## src/rtl/scl_div_pkg.sv

```systemverilog
package scl_div_pkg;

   typedef enum logic [0:0] {
      DIV_MODE_PAIRED = 1'b0,
      DIV_MODE_DIRECT = 1'b1
   } div_mode_e;

   typedef enum logic [2:0] {
      S_IDLE,
      S_BASE_GO,
      S_BASE_WAIT,
      S_CAND,
      S_FREQ_WAIT,
      S_STEP,
      S_FINISH
   } srch_state_e;

endpackage

```

## src/rtl/scl_div_divider.sv

```systemverilog
module scl_div_divider #(
   parameter int NUM_W = 32,
   parameter int DEN_W = 48
) (
   input  logic             clk,
   input  logic             rst_n,
   input  logic             go_i,
   input  logic [NUM_W-1:0] num_i,
   input  logic [DEN_W-1:0] den_i,
   output logic             busy_o,
   output logic             done_o,
   output logic [NUM_W-1:0] quo_o
);

   localparam int CNT_W = (NUM_W > 1) ? $clog2(NUM_W) : 1;
   localparam int PRD_W = NUM_W + DEN_W + 1;

   generate
      if (NUM_W < 2) begin : g_bad_num
         $error("scl_div_divider: NUM_W must be at least 2");
      end
      if (DEN_W < 2) begin : g_bad_den
         $error("scl_div_divider: DEN_W must be at least 2");
      end
   endgenerate

   logic [DEN_W:0]   rem_q;
   logic [NUM_W-1:0] quo_q;
   logic [NUM_W-1:0] num_q;
   logic [DEN_W-1:0] den_q;
   logic [CNT_W-1:0] cnt_q;
   logic             run_q;
   logic             done_q;

   logic [DEN_W:0]   trial;
   logic             fits;

   assign trial = {rem_q[DEN_W-1:0], quo_q[NUM_W-1]};
   assign fits  = (trial >= {1'b0, den_q});

   always_ff @(posedge clk or negedge rst_n) begin
      if (!rst_n) begin
         rem_q  <= '0;
         quo_q  <= '0;
         num_q  <= '0;
         den_q  <= '0;
         cnt_q  <= '0;
         run_q  <= 1'b0;
         done_q <= 1'b0;
      end else begin
         done_q <= 1'b0;
         if (!run_q) begin
            if (go_i) begin
               rem_q <= '0;
               quo_q <= num_i;
               num_q <= num_i;
               den_q <= den_i;
               cnt_q <= CNT_W'(NUM_W - 1);
               run_q <= 1'b1;
            end
         end else begin
            if (fits) begin
               rem_q <= trial - {1'b0, den_q};
               quo_q <= {quo_q[NUM_W-2:0], 1'b1};
            end else begin
               rem_q <= trial;
               quo_q <= {quo_q[NUM_W-2:0], 1'b0};
            end
            if (cnt_q == '0) begin
               run_q  <= 1'b0;
               done_q <= 1'b1;
            end else begin
               cnt_q <= cnt_q - 1'b1;
            end
         end
      end
   end

   assign busy_o = run_q;
   assign done_o = done_q;
   assign quo_o  = quo_q;

   // every quotient handed to the search obeys num = quo*den + rem, rem < den
   p_div_quotient_r8: assert property (@(posedge clk) disable iff (!rst_n)
      (done_q && den_q != '0) |->
         ((PRD_W'(quo_q) * PRD_W'(den_q) + PRD_W'(rem_q) == PRD_W'(num_q))
          && (rem_q < {1'b0, den_q})));

   // the strobe is one cycle wide and the divider is idle with it
   p_div_strobe_r8: assert property (@(posedge clk) disable iff (!rst_n)
      done_q |=> !done_q);

endmodule

```

## src/rtl/scl_div_err_cmp.sv

```systemverilog
module scl_div_err_cmp #(
   parameter int W = 32
) (
   input  logic [W-1:0] achieved_i,
   input  logic [W-1:0] target_i,
   input  logic [W-1:0] best_i,
   output logic [W-1:0] diff_o,
   output logic         better_o
);

   generate
      if (W < 8) begin : g_bad_w
         $error("scl_div_err_cmp: W must be at least 8");
      end
   endgenerate

   always_comb begin
      if (achieved_i >= target_i) diff_o = achieved_i - target_i;
      else                        diff_o = target_i - achieved_i;
      better_o = (diff_o < best_i);
   end

endmodule

```

## src/rtl/scl_div_search.sv

```systemverilog
module scl_div_search
   import scl_div_pkg::*;
#(
   parameter int FREQ_W            = 32,
   parameter int THP_W             = 8,
   parameter int MDIV_W            = 4,
   parameter int NDIV_W            = 3,
   parameter int THP_LO            = 5,
   parameter int INIT_ERR          = 1_000_000,
   parameter int PAIRED_THP_DEF    = 24,
   parameter int DIRECT_THP_DEF    = 3,
   parameter int DEF_MDIV          = 2,
   parameter int PAIRED_MDIV_FLOOR = 2
) (
   input  logic              clk,
   input  logic              rst_n,
   input  logic              start_i,
   input  logic              mode_i,
   input  logic [FREQ_W-1:0] ref_hz_i,
   input  logic [FREQ_W-1:0] target_hz_i,
   output logic              busy_o,
   output logic              done_o,
   output logic [THP_W-1:0]  thp_o,
   output logic [MDIV_W-1:0] mdiv_o,
   output logic [NDIV_W-1:0] ndiv_o,
   output logic [FREQ_W-1:0] err_o
);

   localparam int THP_HI   = (1 << THP_W) - 1;
   localparam int MDIV_TOP = (1 << MDIV_W) - 1;
   localparam int NDIV_TOP = (1 << NDIV_W) - 1;
   localparam int DEN_W    = FREQ_W + (MDIV_W + 1) + 4 + NDIV_TOP + 1;
   localparam int EXT_W    = FREQ_W + 1;

   generate
      if (THP_LO < 1 || THP_LO > THP_HI) begin : g_bad_lo
         $error("scl_div_search: THP_LO outside the half-period range");
      end
      if (FREQ_W < $clog2(INIT_ERR + 1)) begin : g_bad_err
         $error("scl_div_search: FREQ_W too narrow for INIT_ERR");
      end
      if (PAIRED_MDIV_FLOOR > MDIV_TOP || DEF_MDIV > MDIV_TOP) begin : g_bad_m
         $error("scl_div_search: M limits exceed the M field");
      end
      if (PAIRED_THP_DEF > THP_HI || DIRECT_THP_DEF > THP_HI) begin : g_bad_def
         $error("scl_div_search: default half-period exceeds the field");
      end
   endgenerate

   srch_state_e       state_q;
   div_mode_e         mode_q;
   logic [FREQ_W-1:0] ref_q;
   logic [FREQ_W-1:0] tgt_q;
   logic [MDIV_W-1:0] mdiv_q;
   logic [NDIV_W-1:0] ndiv_q;
   logic              inc_q;
   logic [FREQ_W-1:0] base_q;
   logic [THP_W-1:0]  best_thp_q;
   logic [MDIV_W-1:0] best_mdiv_q;
   logic [NDIV_W-1:0] best_ndiv_q;
   logic [FREQ_W-1:0] best_err_q;
   logic              done_q;
   logic [THP_W-1:0]  thp_q;
   logic [MDIV_W-1:0] mdiv_out_q;
   logic [NDIV_W-1:0] ndiv_out_q;
   logic [FREQ_W-1:0] err_q;

   // divisor construction
   logic [DEN_W-1:0]  m_scale;
   logic [DEN_W-1:0]  tclk_raw;
   logic [DEN_W-1:0]  tclk_den;
   logic [DEN_W-1:0]  period_w;
   logic [DEN_W-1:0]  freq_den;
   logic [EXT_W-1:0]  off_w;
   logic [EXT_W-1:0]  base_plus;
   logic [EXT_W-1:0]  lo_lim;
   logic [EXT_W-1:0]  hi_lim;
   logic              cand_ok;
   logic [THP_W-1:0]  cand_thp;
   logic [MDIV_W-1:0] m_floor;

   assign m_scale   = DEN_W'(mdiv_q) + DEN_W'(1);
   assign tclk_raw  = (DEN_W'(tgt_q) * m_scale * DEN_W'(10)) << ndiv_q;
   assign tclk_den  = (mode_q == DIV_MODE_DIRECT) ? tclk_raw : (tclk_raw << 1);

   assign off_w     = (mode_q == DIV_MODE_DIRECT) ? EXT_W'(2) : EXT_W'(1);
   assign base_plus = {1'b0, base_q} + EXT_W'(inc_q);
   assign lo_lim    = EXT_W'(THP_LO) + off_w;
   assign hi_lim    = EXT_W'(THP_HI) + off_w;
   assign cand_ok   = (base_plus >= lo_lim) && (base_plus <= hi_lim);
   assign cand_thp  = THP_W'(base_plus - off_w);

   assign period_w  = (mode_q == DIV_MODE_DIRECT) ?
                      (DEN_W'(cand_thp) + DEN_W'(2)) :
                      ((DEN_W'(cand_thp) + DEN_W'(1)) << 1);
   assign freq_den  = (period_w * m_scale * DEN_W'(10)) << ndiv_q;

   assign m_floor   = (mode_q == DIV_MODE_DIRECT) ? '0 : MDIV_W'(PAIRED_MDIV_FLOOR);

   // shared divider
   logic              div_go;
   logic [DEN_W-1:0]  div_den;
   logic              div_busy;
   logic              div_done;
   logic [FREQ_W-1:0] div_quo;

   assign div_go  = (state_q == S_BASE_GO) || ((state_q == S_CAND) && cand_ok);
   assign div_den = (state_q == S_BASE_GO) ? tclk_den : freq_den;

   scl_div_divider #(
      .NUM_W (FREQ_W),
      .DEN_W (DEN_W)
   ) u_div (
      .clk    (clk),
      .rst_n  (rst_n),
      .go_i   (div_go),
      .num_i  (ref_q),
      .den_i  (div_den),
      .busy_o (div_busy),
      .done_o (div_done),
      .quo_o  (div_quo)
   );

   logic [FREQ_W-1:0] cand_err;
   logic              cand_better;

   scl_div_err_cmp #(
      .W (FREQ_W)
   ) u_cmp (
      .achieved_i (div_quo),
      .target_i   (tgt_q),
      .best_i     (best_err_q),
      .diff_o     (cand_err),
      .better_o   (cand_better)
   );

   // search sequencer
   always_ff @(posedge clk or negedge rst_n) begin
      if (!rst_n) begin
         state_q     <= S_IDLE;
         mode_q      <= DIV_MODE_PAIRED;
         ref_q       <= '0;
         tgt_q       <= '0;
         mdiv_q      <= '0;
         ndiv_q      <= '0;
         inc_q       <= 1'b0;
         base_q      <= '0;
         best_thp_q  <= '0;
         best_mdiv_q <= '0;
         best_ndiv_q <= '0;
         best_err_q  <= '0;
         done_q      <= 1'b0;
         thp_q       <= '0;
         mdiv_out_q  <= '0;
         ndiv_out_q  <= '0;
         err_q       <= '0;
      end else begin
         done_q <= 1'b0;
         unique case (state_q)
            S_IDLE: begin
               if (start_i) begin
                  mode_q      <= mode_i ? DIV_MODE_DIRECT : DIV_MODE_PAIRED;
                  ref_q       <= ref_hz_i;
                  tgt_q       <= target_hz_i;
                  mdiv_q      <= MDIV_W'(MDIV_TOP);
                  ndiv_q      <= '0;
                  inc_q       <= 1'b0;
                  best_err_q  <= FREQ_W'(INIT_ERR);
                  best_thp_q  <= mode_i ? THP_W'(DIRECT_THP_DEF) : THP_W'(PAIRED_THP_DEF);
                  best_mdiv_q <= MDIV_W'(DEF_MDIV);
                  best_ndiv_q <= '0;
                  state_q     <= S_BASE_GO;
               end
            end
            S_BASE_GO: begin
               state_q <= S_BASE_WAIT;
            end
            S_BASE_WAIT: begin
               if (div_done) begin
                  base_q  <= div_quo;
                  inc_q   <= 1'b0;
                  state_q <= S_CAND;
               end
            end
            S_CAND: begin
               state_q <= cand_ok ? S_FREQ_WAIT : S_STEP;
            end
            S_FREQ_WAIT: begin
               if (div_done) begin
                  if (cand_better) begin
                     best_err_q  <= cand_err;
                     best_thp_q  <= cand_thp;
                     best_mdiv_q <= mdiv_q;
                     best_ndiv_q <= ndiv_q;
                  end
                  state_q <= S_STEP;
               end
            end
            S_STEP: begin
               if (!inc_q) begin
                  inc_q   <= 1'b1;
                  state_q <= S_CAND;
               end else if (best_err_q == '0) begin
                  state_q <= S_FINISH;
               end else if (mdiv_q > m_floor) begin
                  mdiv_q  <= mdiv_q - 1'b1;
                  inc_q   <= 1'b0;
                  state_q <= S_BASE_GO;
               end else if (ndiv_q != NDIV_W'(NDIV_TOP)) begin
                  ndiv_q  <= ndiv_q + 1'b1;
                  mdiv_q  <= MDIV_W'(MDIV_TOP);
                  inc_q   <= 1'b0;
                  state_q <= S_BASE_GO;
               end else begin
                  state_q <= S_FINISH;
               end
            end
            S_FINISH: begin
               thp_q      <= best_thp_q;
               mdiv_out_q <= best_mdiv_q;
               ndiv_out_q <= best_ndiv_q;
               err_q      <= best_err_q;
               done_q     <= 1'b1;
               state_q    <= S_IDLE;
            end
            default: state_q <= S_IDLE;
         endcase
      end
   end

   assign busy_o = (state_q != S_IDLE);
   assign done_o = done_q;
   assign thp_o  = thp_q;
   assign mdiv_o = mdiv_out_q;
   assign ndiv_o = ndiv_out_q;
   assign err_o  = err_q;

   // an idle start launches a search
   p_start_accept_r2: assert property (@(posedge clk) disable iff (!rst_n)
      (!busy_o && start_i) |=> busy_o);

   // a start during a search leaves the captured operands alone
   p_start_ignored_r3: assert property (@(posedge clk) disable iff (!rst_n)
      (busy_o && start_i) |=> ($stable(ref_q) && $stable(tgt_q) && $stable(mode_q)));

   // strobe is one cycle and coincides with idle
   p_done_pulse_r4: assert property (@(posedge clk) disable iff (!rst_n)
      done_o |=> !done_o);
   p_done_idle_r4: assert property (@(posedge clk) disable iff (!rst_n)
      done_o |-> !busy_o);

   // results hold outside the strobe cycle
   p_hold_outputs_r5: assert property (@(posedge clk) disable iff (!rst_n)
      !done_o |-> ($stable(thp_o) && $stable(mdiv_o) && $stable(ndiv_o) && $stable(err_o)));

   // paired mode never reports M below its floor
   p_paired_floor_r6: assert property (@(posedge clk) disable iff (!rst_n)
      (done_o && mode_q == DIV_MODE_PAIRED) |-> (mdiv_o >= MDIV_W'(PAIRED_MDIV_FLOOR)));

   // a found setting lies inside the half-period window, error never grows
   p_thp_window_r8: assert property (@(posedge clk) disable iff (!rst_n)
      (done_o && err_o != FREQ_W'(INIT_ERR)) |->
         (thp_o >= THP_W'(THP_LO) && err_o < FREQ_W'(INIT_ERR)));
   p_div_idle_go_r8: assert property (@(posedge clk) disable iff (!rst_n)
      div_go |-> !div_busy);

   // no improvement leaves the mode default fields
   p_defaults_r9: assert property (@(posedge clk) disable iff (!rst_n)
      (done_o && err_o == FREQ_W'(INIT_ERR)) |->
         (mdiv_o == MDIV_W'(DEF_MDIV) && ndiv_o == '0 &&
          thp_o == ((mode_q == DIV_MODE_DIRECT) ? THP_W'(DIRECT_THP_DEF)
                                                : THP_W'(PAIRED_THP_DEF))));

endmodule

```

## config.mk

```make
export PLATFORM = sky130hd
export DESIGN_NAME = scl_div_search
export DESIGN_NICKNAME = d
export VERILOG_FILES = /design/src/rtl/scl_div_pkg.sv /design/src/rtl/scl_div_divider.sv /design/src/rtl/scl_div_err_cmp.sv /design/src/rtl/scl_div_search.sv
export SDC_FILE = /design/constraint.sdc
export NUM_CORES = 2
export LEC_CHECK = 0
export BUFFER_PORTS_ARGS = -buffer_cell sky130_fd_sc_hd__buf_2
export CORE_MARGIN = 2
export CORE_UTILIZATION = 30
export CTS_CLUSTER_SIZE = 30
export DETAILED_ROUTE_END_ITERATION = 10
export PLACE_DENSITY_LB_ADDON = 0.2
export RECOVER_POWER = 100
export SLEW_MARGIN = 20
export SYNTH_ARGS = -nofsm -noshare
export SYNTH_HDL_FRONTEND = slang
export SYNTH_HIERARCHICAL = 1
export SYNTH_SLANG_ARGS = --single-unit
```

## constraint.sdc

```tcl
create_clock -name clk -period 11.55 [get_ports clk]
set_input_delay 2.31 -clock clk [delete_from_list [all_inputs] [get_ports clk]]
set_output_delay 2.31 -clock clk [all_outputs]
set_load 0.01 [all_outputs]
```

==> impl_metrics.toml <==
[status]
outcome = "complete, but fails checks"
violations = "capacitance limit, slew limit"

[worst_setup_path]
crit_top_cell = "o21ai_0"
cp_slowest_stage_delay_ps = 720
slowest_stage = "o41ai_1"
arrival_ps = 10740
reg2reg_slack_ps = 1280
cp.required_ps = 12020
critPathKind = "register to register"
r2r_cells = 32
start_kind = "register"
cp_max_fo = 28
end_kind = "register"
cp.buffers_inverters = 1
regToRegStartpoint = "mdiv_q[2]"
crit-reg2reg-capture = "u_div/den_q[40]"
critPathTopFamily = "compound AO/OA/AOI/OAI gates"

[clock_tree]
clockRootBuffer = "clkbuf_16"
clock_latency_ps = 610
htreeDepth = 2
hold_buffers = 0
postCtsResizedCells = 0
clock_sinks = 340
tritoncts = "done"
post_cts_buffers = 0
path_clk_slew_ps = 60
clockBufferDepth = 3
numCtsBuffers = 45

[detailed_routing]
routedWlPerCell_um = 18.9
first_pass_iters = 6
ant_nets = 0
wirelength_um = 109000
avgViaCountPerCell = 5.20
drc = 0
drt-initial-drc-count = 2225
vias = 30100

[min_path]
hold_end = "mdiv_o[1]"
hold_depth = 2
hold_class = "register to register"
hp-start = "best_mdiv_q[1]"

[yosys]
ys_ff_latch = 340
seq_area_frac_synth_pct = 24.3
synthFlopType = "dfrtp_1"
syn_area_mm2 = 0.0350
synth-edff-count = 0
synth_nets = 4740
syn_avg_cell_area_um2 = 8.27
yosys_warnings = 6
ys_types = 115
synthCells = 4232
synth-async-reset-ratio_pct = 100

[sta]
fin_crit_sh_pct = 88.9
setup-violations-final = 0
fin_setup_tns_ps = 0
fin_crit_ps = 10270
tightestPinTransition_ps = 5160
drv_slew = 821
finalHoldViolCount = 0
relSlewSlack_pct = -244
rsz0062_at_grt = "no"
skew_ps = 19.7
fmaxAchievable_ghz = 0.0974

[layout]
final_cell_mix = "nand2_1, inv_1, dfrtp_1, ha_1, o21ai_0"
final_common_cell = "nand2_1"
syn_to_final_growth_pct = 9.26
nNetsFinal = 4727
drive_gt1_share_pct = 8.66

[grt]
grt_pass1_vias = 29700
grt_usage_pct = 18.1
grt_first_pass_wirelength_um = 174000
antenna_found_initial = 0
overflow = 0
grt_max_degree = 142

[floorplan]
die_w_um = 346
die_area_mm2 = 0.119
io_pins = 117
num_rows = 125
chipHeight_um = 346
start_util_pct = 30.2
core_mm2 = 0.116

[placement]
hpwl_um = 85100
portBuffers = 116
place.gp.congestion = 0.902

[run]
maxCapViolCount = 14
## area by class of cell
cell class	instances	area (um^2)
antenna	2	5.00
clock buffer	60	1270
clock inverter	17	200
fill	12300	77700
inverter	360	1350
multi-input combinational	3322	24200
sequential	340	8520
tap	1524	1910
timing repair buffer	150	739
## tightest hold or removal path, delay by kind of cell (launching register included)
kind / cells / cell delay [ps]
and+or+nand+nor: 2 / 100
DFF: 1 / 340
## Yosys cell counts, drive strengths merged, types with 29 or more instances
master	instances	area [um^2]
nor2	267	1010
buf	59	337
and2	118	739
a22o	34	298
nand3	57	290
clkbuf	151	571
xnor2	113	990
o211ai	36	275
inv	358	1340
o21a	41	308
dfrtp	340	8510
mux2	148	1730
nand2	610	2290
xor2	70	639
nor2b	38	238
a21o	103	777
a31oi	29	181
fa	120	2400
nand4	48	322
ha	320	4000
a211oi	40	310
o21ai	317	1590
mux2i	132	1320
nor4	29	194
a21oi	267	1350
nor3	52	260
## state kept, by name, summed over array words and instances (netlist names), 5 cells and up
| register | flops |
|---|---|
| base_q | 32 |
| best_err_q | 32 |
| best_thp_q | 8 |
| err_o | 32 |
| ref_q | 32 |
| tgt_q | 32 |
| thp_o | 8 |
| u_div/cnt_q | 5 |
| u_div/den_q | 49 |
| u_div/quo_o | 32 |
| u_div/rem_q | 49 |
## logic make-up (layout without fill, tap and decap cells)
logic type      Yosys count  in the layout  synth area share (%)
flops                   340            340                  24.3
simple gates           1335           1335                  17.6
buf+inv                 570            587                  6.45
xor+xnor                183            183                  4.66
mux                     284            284                  8.99
fa+ha+maj               440            440                  18.3
compound gates         1079           1079                  19.7
other cells               1              3                0.0107
## how the worst max path moves through the flow
stage,to,slack [ps],start,cells past startpoint
3_3_place_gp,u_div/den_q[45],1720,mdiv_q[2],32
2_1_floorplan,u_div/den_q[18],2920,mode_q,37
6_report,u_div/den_q[40],1280,mdiv_q[2],32
5_1_grt,u_div/den_q[46],420,mdiv_q[2],33
4_1_cts,u_div/den_q[42],1590,mdiv_q[2],32
3_5_place_dp,u_div/den_q[42],1650,mdiv_q[2],32
## routing by layer
layer | vias up | share of wire (%) | GRT usage [%]
li1 | 14700 | - | -
met1 | 14600 | 50 | 26.5
met2 | 554 | 44 | 28.2
met3 | 126 | 4.0 | 2.23
met4 | 0 | 2.1 | 4.32
met5 | - | 0 | 0
## through the flow
| stage | hold WS, ps | std cells | cell area [um^2] | utilization [%] | setup slack (ps) |
|---|---|---|---|---|---|
| 3_3_place_gp | 449 | 5696 | 36900 | 31.9 | 1720 |
| 2_1_floorplan | 439 | 4232 | 35000 | - | 2920 |
| 6_report | 464 | 5775 | 38200 | 33.0 | 1280 |
| 3_5_place_dp | 454 | 5696 | 36900 | 31.9 | 1650 |
| 4_1_cts | 468 | 5773 | 38400 | 33.1 | 1590 |
| 5_1_grt | 480 | 5773 | 38200 | 33.0 | 416 |
Power is left out: the tool's default activity adds up to more than one toggle a clock period on the data nets, which glitch-free logic cannot reach.
